**src/rtl/xlat_pkg.sv**
```systemverilog
package xlat_pkg;

  // access kinds
  localparam logic [1:0] ACC_FETCH = 2'd0;
  localparam logic [1:0] ACC_LOAD  = 2'd1;
  localparam logic [1:0] ACC_STORE = 2'd2;

  // access classes
  localparam logic [2:0] CLS_INT   = 3'd0;
  localparam logic [2:0] CLS_FLOAT = 3'd1;
  localparam logic [2:0] CLS_RESV  = 3'd2;
  localparam logic [2:0] CLS_CACHE = 3'd3;
  localparam logic [2:0] CLS_EXT   = 3'd4;

  // exception kinds
  localparam logic [1:0] EXC_NONE  = 2'd0;
  localparam logic [1:0] EXC_INST  = 2'd1;
  localparam logic [1:0] EXC_DATA  = 2'd2;
  localparam logic [1:0] EXC_ALIGN = 2'd3;

  // rights bit positions
  localparam int PR_R = 0;
  localparam int PR_W = 1;
  localparam int PR_X = 2;

  // segment flag positions
  localparam int SEG_NX = 0;
  localparam int SEG_KU = 1;
  localparam int SEG_KS = 2;
  localparam int SEG_DS = 3;

  localparam int SW = 32;
  localparam logic [SW-1:0] ST_NOEXEC  = 32'h1000_0000;
  localparam logic [SW-1:0] ST_MISS    = 32'h4000_0000;
  localparam logic [SW-1:0] ST_MISS_W  = 32'h4200_0000;
  localparam logic [SW-1:0] ST_PERM    = 32'h0800_0000;
  localparam logic [SW-1:0] ST_PERM_W  = 32'h0A00_0000;
  localparam logic [SW-1:0] ST_RESV    = 32'h0400_0000;
  localparam logic [SW-1:0] ST_RESV_W  = 32'h0600_0000;
  localparam logic [SW-1:0] ST_EXT     = 32'h0410_0000;
  localparam logic [SW-1:0] ST_EXT_W   = 32'h0610_0000;

  typedef enum logic [2:0] {
    CS_NONE, CS_NOEXEC, CS_MISS, CS_PERM, CS_ALIGN, CS_RESV, CS_EXT
  } cause_e;

  typedef enum logic [1:0] {S_IDLE, S_BAT, S_WALK} seq_state_e;

  function automatic logic access_ok(input logic [2:0] prot, input logic [1:0] kind);
    case (kind)
      ACC_FETCH: access_ok = prot[PR_X];
      ACC_STORE: access_ok = prot[PR_W];
      default:   access_ok = prot[PR_R];
    endcase
  endfunction

endpackage

```
**src/rtl/xlat_rights.sv**
```systemverilog
module xlat_rights
  import xlat_pkg::*;
(
  input  logic       key,
  input  logic [1:0] pp,
  input  logic       nx,
  output logic [2:0] prot
);
  logic rd, wr;

  always_comb begin
    if (!key) begin
      rd = 1'b1;
      wr = (pp != 2'd3);
    end else begin
      rd = (pp != 2'd0);
      wr = (pp == 2'd2);
    end
    prot        = '0;
    prot[PR_R]  = rd;
    prot[PR_W]  = wr;
    prot[PR_X]  = rd & ~nx;
  end
endmodule

```
**src/rtl/xlat_dstore.sv**
```systemverilog
module xlat_dstore
  import xlat_pkg::*;
(
  input  logic [1:0] kind,
  input  logic [2:0] cls,
  input  logic       key,
  output logic       ok,
  output cause_e     cause,
  output logic [2:0] prot
);
  logic [2:0] key_prot;

  always_comb begin
    key_prot       = '0;
    key_prot[PR_R] = 1'b1;
    key_prot[PR_W] = key;
    ok    = 1'b0;
    cause = CS_NONE;
    prot  = '0;
    if (kind == ACC_FETCH) begin
      cause = CS_NOEXEC;
    end else begin
      case (cls)
        CLS_FLOAT: cause = CS_ALIGN;
        CLS_RESV:  cause = CS_RESV;
        CLS_EXT:   cause = CS_EXT;
        CLS_CACHE: begin
          ok   = 1'b1;
          prot = key_prot;
        end
        default: begin
          if (access_ok(key_prot, kind)) begin
            ok   = 1'b1;
            prot = key_prot;
          end else begin
            cause = CS_PERM;
          end
        end
      endcase
    end
  end
endmodule

```
**src/rtl/xlat_fault_enc.sv**
```systemverilog
module xlat_fault_enc
  import xlat_pkg::*;
#(
  parameter int AW = 32
) (
  input  cause_e          cause,
  input  logic [1:0]      kind,
  input  logic [AW-1:0]   ea,
  output logic [1:0]      exc,
  output logic [SW-1:0]   icode,
  output logic [SW-1:0]   dsr,
  output logic [AW-1:0]   dar
);
  logic st;
  logic fetch;

  assign st    = (kind == ACC_STORE);
  assign fetch = (kind == ACC_FETCH);

  always_comb begin
    exc   = EXC_NONE;
    icode = '0;
    dsr   = '0;
    dar   = '0;
    case (cause)
      CS_NOEXEC: begin
        exc   = EXC_INST;
        icode = ST_NOEXEC;
      end
      CS_MISS, CS_PERM: begin
        if (fetch) begin
          exc   = EXC_INST;
          icode = (cause == CS_MISS) ? ST_MISS : ST_PERM;
        end else begin
          exc = EXC_DATA;
          dar = ea;
          if (cause == CS_MISS) dsr = st ? ST_MISS_W : ST_MISS;
          else                  dsr = st ? ST_PERM_W : ST_PERM;
        end
      end
      CS_ALIGN: begin
        exc = EXC_ALIGN;
        dar = ea;
      end
      CS_RESV: begin
        exc = EXC_DATA;
        dar = ea;
        dsr = st ? ST_RESV_W : ST_RESV;
      end
      CS_EXT: begin
        exc = EXC_DATA;
        dar = ea;
        dsr = st ? ST_EXT_W : ST_EXT;
      end
      default: ;
    endcase
  end
endmodule

```
**src/rtl/xlat_sequencer.sv**
```systemverilog
module xlat_sequencer
  import xlat_pkg::*;
#(
  parameter int AW        = 32,
  parameter int PAGE_BITS = 12,
  parameter int SEG_W     = 4,
  localparam int PFN_W    = AW - PAGE_BITS
) (
  input  logic             clk,
  input  logic             rst_n,
  input  logic             req_valid,
  input  logic [AW-1:0]    req_ea,
  input  logic [1:0]       req_kind,
  input  logic [2:0]       req_class,
  input  logic             req_user,
  input  logic             req_xlat_en,
  output logic [AW-1:0]    xl_ea,
  output logic [SEG_W-1:0] seg_idx,
  input  logic [3:0]       seg_attr,
  output logic             bat_req,
  input  logic             bat_done,
  input  logic             bat_hit,
  input  logic [2:0]       bat_prot,
  input  logic [PFN_W-1:0] bat_pfn,
  output logic             walk_req,
  input  logic             walk_done,
  input  logic             walk_hit,
  input  logic [1:0]       walk_pp,
  input  logic [PFN_W-1:0] walk_pfn,
  output logic             rsp_valid,
  output logic             rsp_fault,
  output logic [AW-1:0]    rsp_ra,
  output logic [2:0]       rsp_prot,
  output logic [1:0]       rsp_exc,
  output logic [SW-1:0]    rsp_icode,
  output logic [SW-1:0]    rsp_dsr,
  output logic [AW-1:0]    rsp_dar
);

  // reset: asynchronous assertion, synchronous release
  logic [1:0] rst_sync;
  logic       rst_ok_n;
  always_ff @(posedge clk or negedge rst_n) begin
    if (!rst_n) rst_sync <= '0;
    else        rst_sync <= {rst_sync[0], 1'b1};
  end
  assign rst_ok_n = rst_sync[1];

  seq_state_e       st_q, st_n;
  logic [AW-1:0]    lat_ea;
  logic [1:0]       lat_kind;
  logic [2:0]       lat_cls;
  logic             lat_user;
  logic             lat_en;

  logic [AW-1:0]    cur_ea;
  logic [1:0]       cur_kind;
  logic             key;

  logic             fin;
  logic [AW-1:0]    fin_ra;
  logic [2:0]       fin_prot;
  cause_e           fin_cause;

  logic             ds_ok;
  cause_e           ds_cause;
  logic [2:0]       ds_prot;
  logic [2:0]       wk_prot;

  logic [1:0]       enc_exc;
  logic [SW-1:0]    enc_icode, enc_dsr;
  logic [AW-1:0]    enc_dar;

  assign lat_en   = (st_q == S_IDLE) && req_valid;
  assign cur_ea   = (st_q == S_IDLE) ? req_ea   : lat_ea;
  assign cur_kind = (st_q == S_IDLE) ? req_kind : lat_kind;
  assign key      = lat_user ? seg_attr[SEG_KU] : seg_attr[SEG_KS];

  assign xl_ea    = lat_ea;
  assign seg_idx  = lat_ea[AW-1 -: SEG_W];
  assign bat_req  = (st_q == S_BAT);
  assign walk_req = (st_q == S_WALK);

  xlat_dstore u_ds (
    .kind  (lat_kind),
    .cls   (lat_cls),
    .key   (key),
    .ok    (ds_ok),
    .cause (ds_cause),
    .prot  (ds_prot)
  );

  xlat_rights u_rt (
    .key  (key),
    .pp   (walk_pp),
    .nx   (seg_attr[SEG_NX]),
    .prot (wk_prot)
  );

  xlat_fault_enc #(.AW(AW)) u_enc (
    .cause (fin_cause),
    .kind  (cur_kind),
    .ea    (cur_ea),
    .exc   (enc_exc),
    .icode (enc_icode),
    .dsr   (enc_dsr),
    .dar   (enc_dar)
  );

  // next-state and step decisions
  always_comb begin
    st_n      = st_q;
    fin       = 1'b0;
    fin_ra    = '0;
    fin_prot  = '0;
    fin_cause = CS_NONE;
    case (st_q)
      S_IDLE: begin
        if (req_valid) begin
          if (!req_xlat_en) begin
            fin      = 1'b1;
            fin_ra   = req_ea;
            fin_prot = 3'b111;
          end else begin
            st_n = S_BAT;
          end
        end
      end
      S_BAT: begin
        if (bat_done) begin
          if (bat_hit) begin
            fin = 1'b1;
            if (access_ok(bat_prot, lat_kind)) begin
              fin_ra   = {bat_pfn, lat_ea[PAGE_BITS-1:0]};
              fin_prot = bat_prot;
            end else begin
              fin_cause = CS_PERM;
            end
          end else if (seg_attr[SEG_DS]) begin
            fin = 1'b1;
            if (ds_ok) begin
              fin_ra   = lat_ea;
              fin_prot = ds_prot;
            end else begin
              fin_cause = ds_cause;
            end
          end else if (lat_kind == ACC_FETCH && seg_attr[SEG_NX]) begin
            fin       = 1'b1;
            fin_cause = CS_NOEXEC;
          end else begin
            st_n = S_WALK;
          end
        end
      end
      S_WALK: begin
        if (walk_done) begin
          fin = 1'b1;
          if (!walk_hit) begin
            fin_cause = CS_MISS;
          end else if (access_ok(wk_prot, lat_kind)) begin
            fin_ra   = {walk_pfn, lat_ea[PAGE_BITS-1:0]};
            fin_prot = wk_prot;
          end else begin
            fin_cause = CS_PERM;
          end
        end
      end
      default: st_n = S_IDLE;
    endcase
    if (fin) st_n = S_IDLE;
  end

  // state and request latch
  always_ff @(posedge clk or negedge rst_ok_n) begin
    if (!rst_ok_n) begin
      st_q     <= S_IDLE;
      lat_ea   <= '0;
      lat_kind <= '0;
      lat_cls  <= '0;
      lat_user <= 1'b0;
    end else begin
      st_q <= st_n;
      if (lat_en) begin
        lat_ea   <= req_ea;
        lat_kind <= req_kind;
        lat_cls  <= req_class;
        lat_user <= req_user;
      end
    end
  end

  // response registers
  always_ff @(posedge clk or negedge rst_ok_n) begin
    if (!rst_ok_n) begin
      rsp_valid <= 1'b0;
      rsp_fault <= 1'b0;
      rsp_ra    <= '0;
      rsp_prot  <= '0;
      rsp_exc   <= EXC_NONE;
      rsp_icode <= '0;
      rsp_dsr   <= '0;
      rsp_dar   <= '0;
    end else begin
      rsp_valid <= fin;
      if (fin) begin
        rsp_fault <= (fin_cause != CS_NONE);
        rsp_ra    <= fin_ra;
        rsp_prot  <= fin_prot;
        rsp_exc   <= enc_exc;
        rsp_icode <= enc_icode;
        rsp_dsr   <= enc_dsr;
        rsp_dar   <= enc_dar;
      end
    end
  end

endmodule

```
**config.mk**
```make
export PLATFORM = sky130hd
export DESIGN_NAME = xlat_sequencer
export DESIGN_NICKNAME = d
export VERILOG_FILES = /design/src/rtl/xlat_pkg.sv /design/src/rtl/xlat_rights.sv /design/src/rtl/xlat_dstore.sv /design/src/rtl/xlat_fault_enc.sv /design/src/rtl/xlat_sequencer.sv
export SDC_FILE = /design/constraint.sdc
export NUM_CORES = 1
export LEC_CHECK = 0
export ABC_CLOCK_PERIOD_IN_PS = 5000
export BUFFER_PORTS_ARGS = -buffer_cell sky130_fd_sc_hd__buf_4
export CAP_MARGIN = 5
export CORE_MARGIN = 2
export CORE_UTILIZATION = 49
export DETAILED_ROUTE_END_ITERATION = 7
export GPL_TIMING_DRIVEN = 0
export PLACE_DENSITY = 0.85
export SLEW_MARGIN = 20
export SYNTH_ARGS = -nofsm -noshare
export SYNTH_HDL_FRONTEND = slang
export SYNTH_SLANG_ARGS = --single-unit
```
**constraint.sdc**
```tcl
create_clock -name clk -period 5 [get_ports clk]
set_clock_uncertainty 0.1 [all_clocks]
set_input_delay 0.25 -clock clk [delete_from_list [all_inputs] [get_ports clk]]
set_output_delay 0.25 -clock clk [all_outputs]
set_load 0.01 [all_outputs]
```
Word-level counts from Yosys, hierarchy flattened. Cells that the tools add are included.

Register bits: 177. Input bits: 95. Output and inout bits: 173. Logic and storage cells: 139.

Equality and inequality tests: 23. Mux-type cells: 87. Bitwise logic cells: 2. Reduce and logical (&&, ||, !) cells: 13.

Operators by type and width (count): two-way mux 32 bit (15); one-hot mux 32 bit (3 select lines) (2); one-hot mux 32 bit (2 select lines) (2); two-way mux 26 bit (4); two-way mux 3 bit (16); two-way mux 31 bit (1); two-way mux 2 bit (15); two-way mux 1 bit (22); equality test 3 x 2 -> 1 bit, second input constant (4); equality test 3 bit, second input constant (4); one-hot mux 3 bit (2 select lines) (2); one-hot mux 3 bit (4 select lines) (1); != test 3 bit, second input constant (3); one-hot mux 3 bit (3 select lines) (1); equality test 2 bit, second input constant (4); one-hot mux 2 bit (4 select lines) (1); AND reduction 7 bit (1); equality test 3 x 1 -> 1 bit, second input constant (2); logical NOT 2 bit (3); != test 3 x 2 -> 1 bit, second input constant (2); one-hot mux 1 bit (2 select lines) (3); one-hot mux 2 bit (3 select lines) (1); OR reduction 3 bit (2); OR reduction 2 bit (2); 11 further kinds (12).

Depth between registers and ports, before layout.
Depth after elaboration: 16. Mapped depth: 11.

Hierarchy. Synthesis repeated with hierarchy kept, for this count alone.

Cell total of the unflattened synthesis: 925. Area, all modules: 9011.1 um^2.

Modules (own cells, without submodules): xlat_sequencer (times used 1, cells each 777, area each 7927.6 um^2, seq. area each 4429.2 um^2); xlat_fault_enc (times used 1, cells each 114, area each 833.3 um^2, seq. area each 0.0 um^2); xlat_dstore (times used 1, cells each 29, area each 202.7 um^2, seq. area each 0.0 um^2); xlat_rights (times used 1, cells each 5, area each 47.5 um^2, seq. area each 0.0 um^2).

Least setup slack after synthesis. Ideal clock, no wire load.

Path type: register to register. Start: register st_q[1]. End: register rsp_dar[10]. Setup time: 0.119 ns. Data arrival time: 2.308 ns. Data required time: 4.781 ns. Slack: 2.473 ns. Cell stages (with the launch flop): 12. Buffers on the path: 2. Clock period less this slack: 2.527 ns. Cells stage by stage: dfrtp_1 inv_1 ha_1 and2_1 nand2_1 or4_1 clkbuf_1 and2_1 nand3_1 and2_4 buf_12 o21ai_2.

Longest elaborated chain between the ends: 5. Elaborated cells on any way between the ends: 17.

RTL lines: start, declared (RTL line xlat_sequencer.sv:49) `seq_state_e st_q, st_n;`; start signal, assigned (RTL line xlat_sequencer.sv:182) `st_q <= st_n;`; equality test 2 x 1 -> 1 bit (*); net bat_req (RTL line xlat_sequencer.sv:20) `output logic bat_req,`; one-hot mux 3 bit (2 select lines) (RTL line xlat_sequencer.sv:117) `case (st_q)`; equality test 3 bit or equality test 3 x 2 -> 1 bit (tied branches) (RTL line xlat_fault_enc.sv:25) `case (cause)`; OR reduction 3 bit (no line) or OR reduction 2 bit (tied branches); one-hot mux 32 bit (2 select lines) (RTL line xlat_fault_enc.sv:25); end signal, assigned (RTL line xlat_sequencer.sv:212) `rsp_dar <= enc_dar;`; end, declared (RTL line xlat_sequencer.sv:37) `output logic [AW-1:0] rsp_dar`.

The timed path passes the listed nets; every way through them passes the cells marked *. A chain may end at the register's enable or synchronous reset.

Worst setup path after layout.
Start: register lat_kind[1]. End: register rsp_ra[12].

Longest elaborated chain between the ends: 12. Elaborated cells on any way between the ends: 31.

RTL lines: start, declared (RTL line xlat_sequencer.sv:51) `logic [1:0] lat_kind;`; start signal, assigned (RTL line xlat_sequencer.sv:185) `lat_kind <= req_kind;`; equality test 2 bit (RTL line xlat_pkg.sv:50) `case (kind)`; two-way mux 1 bit; two-way mux 1 bit (RTL line xlat_dstore.sv:23) `case (cls)`; two-way mux 1 bit (RTL line xlat_dstore.sv:20) `if (kind == ACC_FETCH) begin`; two-way mux 1 bit (RTL line xlat_dstore.sv:32) `if (access_ok(key_prot, kind)) begin`; one-hot mux 1 bit (2 select lines) (RTL line xlat_dstore.sv:23); two-way mux 1 bit (RTL line xlat_dstore.sv:20); two-way mux 32 bit (RTL line xlat_sequencer.sv:141) `if (ds_ok) begin`; two-way mux 32 bit (RTL line xlat_sequencer.sv:139) `end else if (seg_attr[SEG_DS]) begin`; two-way mux 32 bit (RTL line xlat_sequencer.sv:131) `if (bat_hit) begin`; two-way mux 32 bit (RTL line xlat_sequencer.sv:130) `if (bat_done) begin`; one-hot mux 32 bit (3 select lines) (RTL line xlat_sequencer.sv:117); end signal, assigned (RTL line xlat_sequencer.sv:207) `rsp_ra <= fin_ra;`; end, declared (RTL line xlat_sequencer.sv:32) `output logic [AW-1:0] rsp_ra,`.

Parallel ways exist; a longest one is shown, timed or not. The select of a mux whose other input is x is not followed.

==> results by group <==
Die
  • Die Y-Extent: 119.7 µm
  • Die width: around 120 µm
  • Ports: 268
  • Initial Utilization: 49.93%
  • Rows: 42
  • Placeable Area: 13140 µm²
  • Full die area: 14330 µm²

Global routing
  • First-pass GRT wire length: 31530 µm
  • GRT Resource Usage Total: 28.66%
  • GRT overflow: 0
  • Largest net degree at the start of global routing: 51
  • Initial antenna violation count: 0
  • Vias in the first global route: slightly below 6000

Yosys
  • Number of flops mapped to enable cells by yosys: 0
  • Synthesized cell area: 6560 µm²
  • Area contributors post-synth: dfrtp_1, mux2i_1, buf_4
  • Cell count after synthesis: 623
  • Post-synthesis sequential area ratio: 46.16%
  • Leading area contributor after synthesis: dfrtp_1
  • Yosys Warn Count: 0
  • Top cells by count, synth: dfrtp_1, buf_4, mux2i_1
  • Syn_area_per_cell: between 10 and 15 µm²
  • Count of cell types in the netlist: 53
  • Ys async rst share: 100.0%
  • Count leader, synth: dfrtp_1
  • Post-synth top flop: dfrtp_1
  • Yosys top cell area share: 46.16%
  • Seq cells post-synth: between 100 and 150

Timing
  • Period utilisation layout: a little under three fifths
  • Max Clock Freq: 0.3484 GHz
  • Tightest Pin Transition: 908.4 ps
  • RSZ-0062 raised after global routing: no
  • Fin Hold WS: 30.61 ps
  • Max-slew violation count: 0
  • Final hold vios: 0
  • Max transition margin: 39.44%
  • Final setup fails: 0
  • PnR worst setup slack: 2129 ps
  • Min cycle time layout: roughly 2900 ps
  • Setup_tns: 0 ps

Power and ir drop
  • Pwr Density: 543.5 nW/µm²
  • Static Leak: around 4.8 nW
  • Switching Fraction: 37.31%
  • Pint: 3.270 mW
  • Power Total: 5.216 mW
  • VDD IR max: 348.7 µV
  • Logic pwr share: 46.2%
  • Clock network power share: 23.3%
  • Sequential power share: 30.5%
  • Sw Pwr: 1.946 mW

Cells and area
  • N_diodes: 0
  • Multi-input gate area: 3037 µm²
  • Layout area overhead: 46.29%
  • Fraction of layout cells with a size suffix above 1: 40.48%
  • Nets: 1048
  • Fill cells: 966
  • Register area: roughly 3000 µm²

Critical path
  • Crit Path Class: register to register
  • Crit start category: register
  • Maximum fanout along the worst path: 10
  • Arrival @ worst endpoint: roughly 3000 ps
  • Crit. End Element: register
  • Worst path required time: ~5200 ps

Clock network
  • Clock-pin slew of the registers on the worst-case setup and hold paths: 50 ps
  • CTS tree: built
  • TritonCTS Buffers: 17
  • Clock Latency Late Sink: about 420 ps
  • Clock sinks: 121
  • Setup Buffers After CTS: 0
  • Gates resized, CTS repair: 0
  • CTS root buf: clkbuf_16
  • CTS H-tree lvls: 4
  • Hold-fix buffers, CTS: 39
  • Clock tree buffer depth: 2

Drt
  • Drt via density: around 5.3
  • Post-route ant nets: 0
  • Routed wire per std cell: roughly 18 µm
  • DRC violations left: 0
  • Detailed Route Iter0 Violations: 345
  • Post-Route WL: 20090 µm
  • DRT Pass-1 Iters: 5
  • Via count of the routed design: 5977

Run
  • Max-cap violations: 0

Run status
  • Status: completed

Place
  • IO Port Bufs: around 210
  • Pre-CTS setup slack: 2188 ps
  • HPWL Detailed: 14190 µm
  • Gp weighted congestion: 0.8685

Worst hold path
  • Worst Hold Class: input pin to register
-- cell type report --
class / instances / share of cell area [%]
buffer: 103 / 7.001
clock buffer: 24 / 5.124
clock inverter: 7 / 0.9648
inverter: 8 / 0.3129
multi-input combinational: 446 / 31.64
sequential: 121 / 31.59
tap: 176 / 2.295
timing repair buffer: 252 / 21.07
-- kinds of logic (layout without fill, tap and decap cells) --
| group | after synthesis | after routing | share of synthesized area [%] |
|---|---|---|---|
| xor gates and xnor gates | 2 | 2 | 0.2671 |
| other | 2 | 57 | 0.1145 |
| AOI/OAI and AO/OA | 149 | 149 | 17.11 |
| DFF | 121 | 121 | 46.16 |
| buffers and inverters | 111 | 394 | 10.70 |
| muxes | 94 | 94 | 15.11 |
| and+or+nand+nor | 140 | 140 | 9.784 |
| adders and majority gates | 4 | 4 | 0.7630 |
-- final timing paths --
path	start	endpoint	slack, ps	cells after the start
setup / recovery	lat_kind[1]	rsp_ra[12]	2130	8
hold / removal	bat_pfn[11]	rsp_ra[23]	30	3
setup reg to reg	lat_kind[1]	rsp_ra[12]	2130	8
hold reg to reg	rst_sync[1]	rsp_ra[17]	180	0
max in group asynchronous	rst_sync[1]	lat_cls[1]	3720	2
min in group asynchronous	rst_n	rst_sync[0]	40	2
-- cells in the final DEF, fill, tap and decap left out, drive strengths merged, types with 2 or more instances in the layout --
cell type,n
buf,282
dfrtp,121
clkbuf,58
conb,57
mux2i,54
nand2,53
nor2,45
o21ai,44
mux2,40
dlygate4sd3,39
o22ai,24
a221oi,21
a21oi,19
and2,15
o22a,13
inv,8
nand2b,7
nor2b,4
a211oi,4
nor3,4
ha,4
a31oi,3
o21a,3
o31ai,3
o211ai,3
clkinvlp,3
a31o,3
or2,2
a21o,2
nor3b,2
nand3b,2
xor2,2
nand3,2
bufinv,2
clkinv,2
-- power by group through the flow --
stage	Sequential [mW]	Clock [mW]	Combinational, mW
finish	1.59	1.21	2.41
global route	1.64	1.27	2.60
CTS	1.59	1.22	2.40
detailed placement	1.60	0	2.37
global placement	1.60	0	2.31
floorplan	1.70	0	1.29
-- stage by stage --
stage                     cell area, µm²  cells  util, %
after floorplan                     6766    678        -
after global placement              8571   1065    65.24
after detailed placement            8622   1067    65.63
after CTS                           9597   1137    73.05
after global routing                9597   1137    73.05
final                               9597   1137    73.05
-- critical path, stage by stage, from the launching register on --
cell      delay (ps)
dfrtp_1          350
buf_2            180
or3b_1           420
a21o_1           180
a31o_2           290
clkbuf_1         270
clkbuf_1         420
a221oi_1         390
o22ai_1          120
-- sequential cells by signal, summed over array words and instances, names as in the netlist --
signal / cells
lat_kind: 2
rsp_valid: 1
xl_ea: 32
st_q: 2
lat_cls: 3
rsp_fault: 1
rst_sync: 2
rsp_dsr: 5
rsp_prot: 3
rsp_exc: 2
rsp_ra: 32
lat_user: 1
rsp_dar: 32
rsp_icode: 3
-- routing by layer --
layer  vias up  routed length, µm  global-route usage, %  part of all wire, %
met2       266               9762                  46.93                   49
met3        44               1454                  7.224                  7.2
met5         -                  0                      0                    0
met1      2898               8343                  36.64                   42
met4         0                528                  11.10                  2.6
li1       2769                  -                      -                    -
Note: power is estimated with default switching activity, not from simulation.
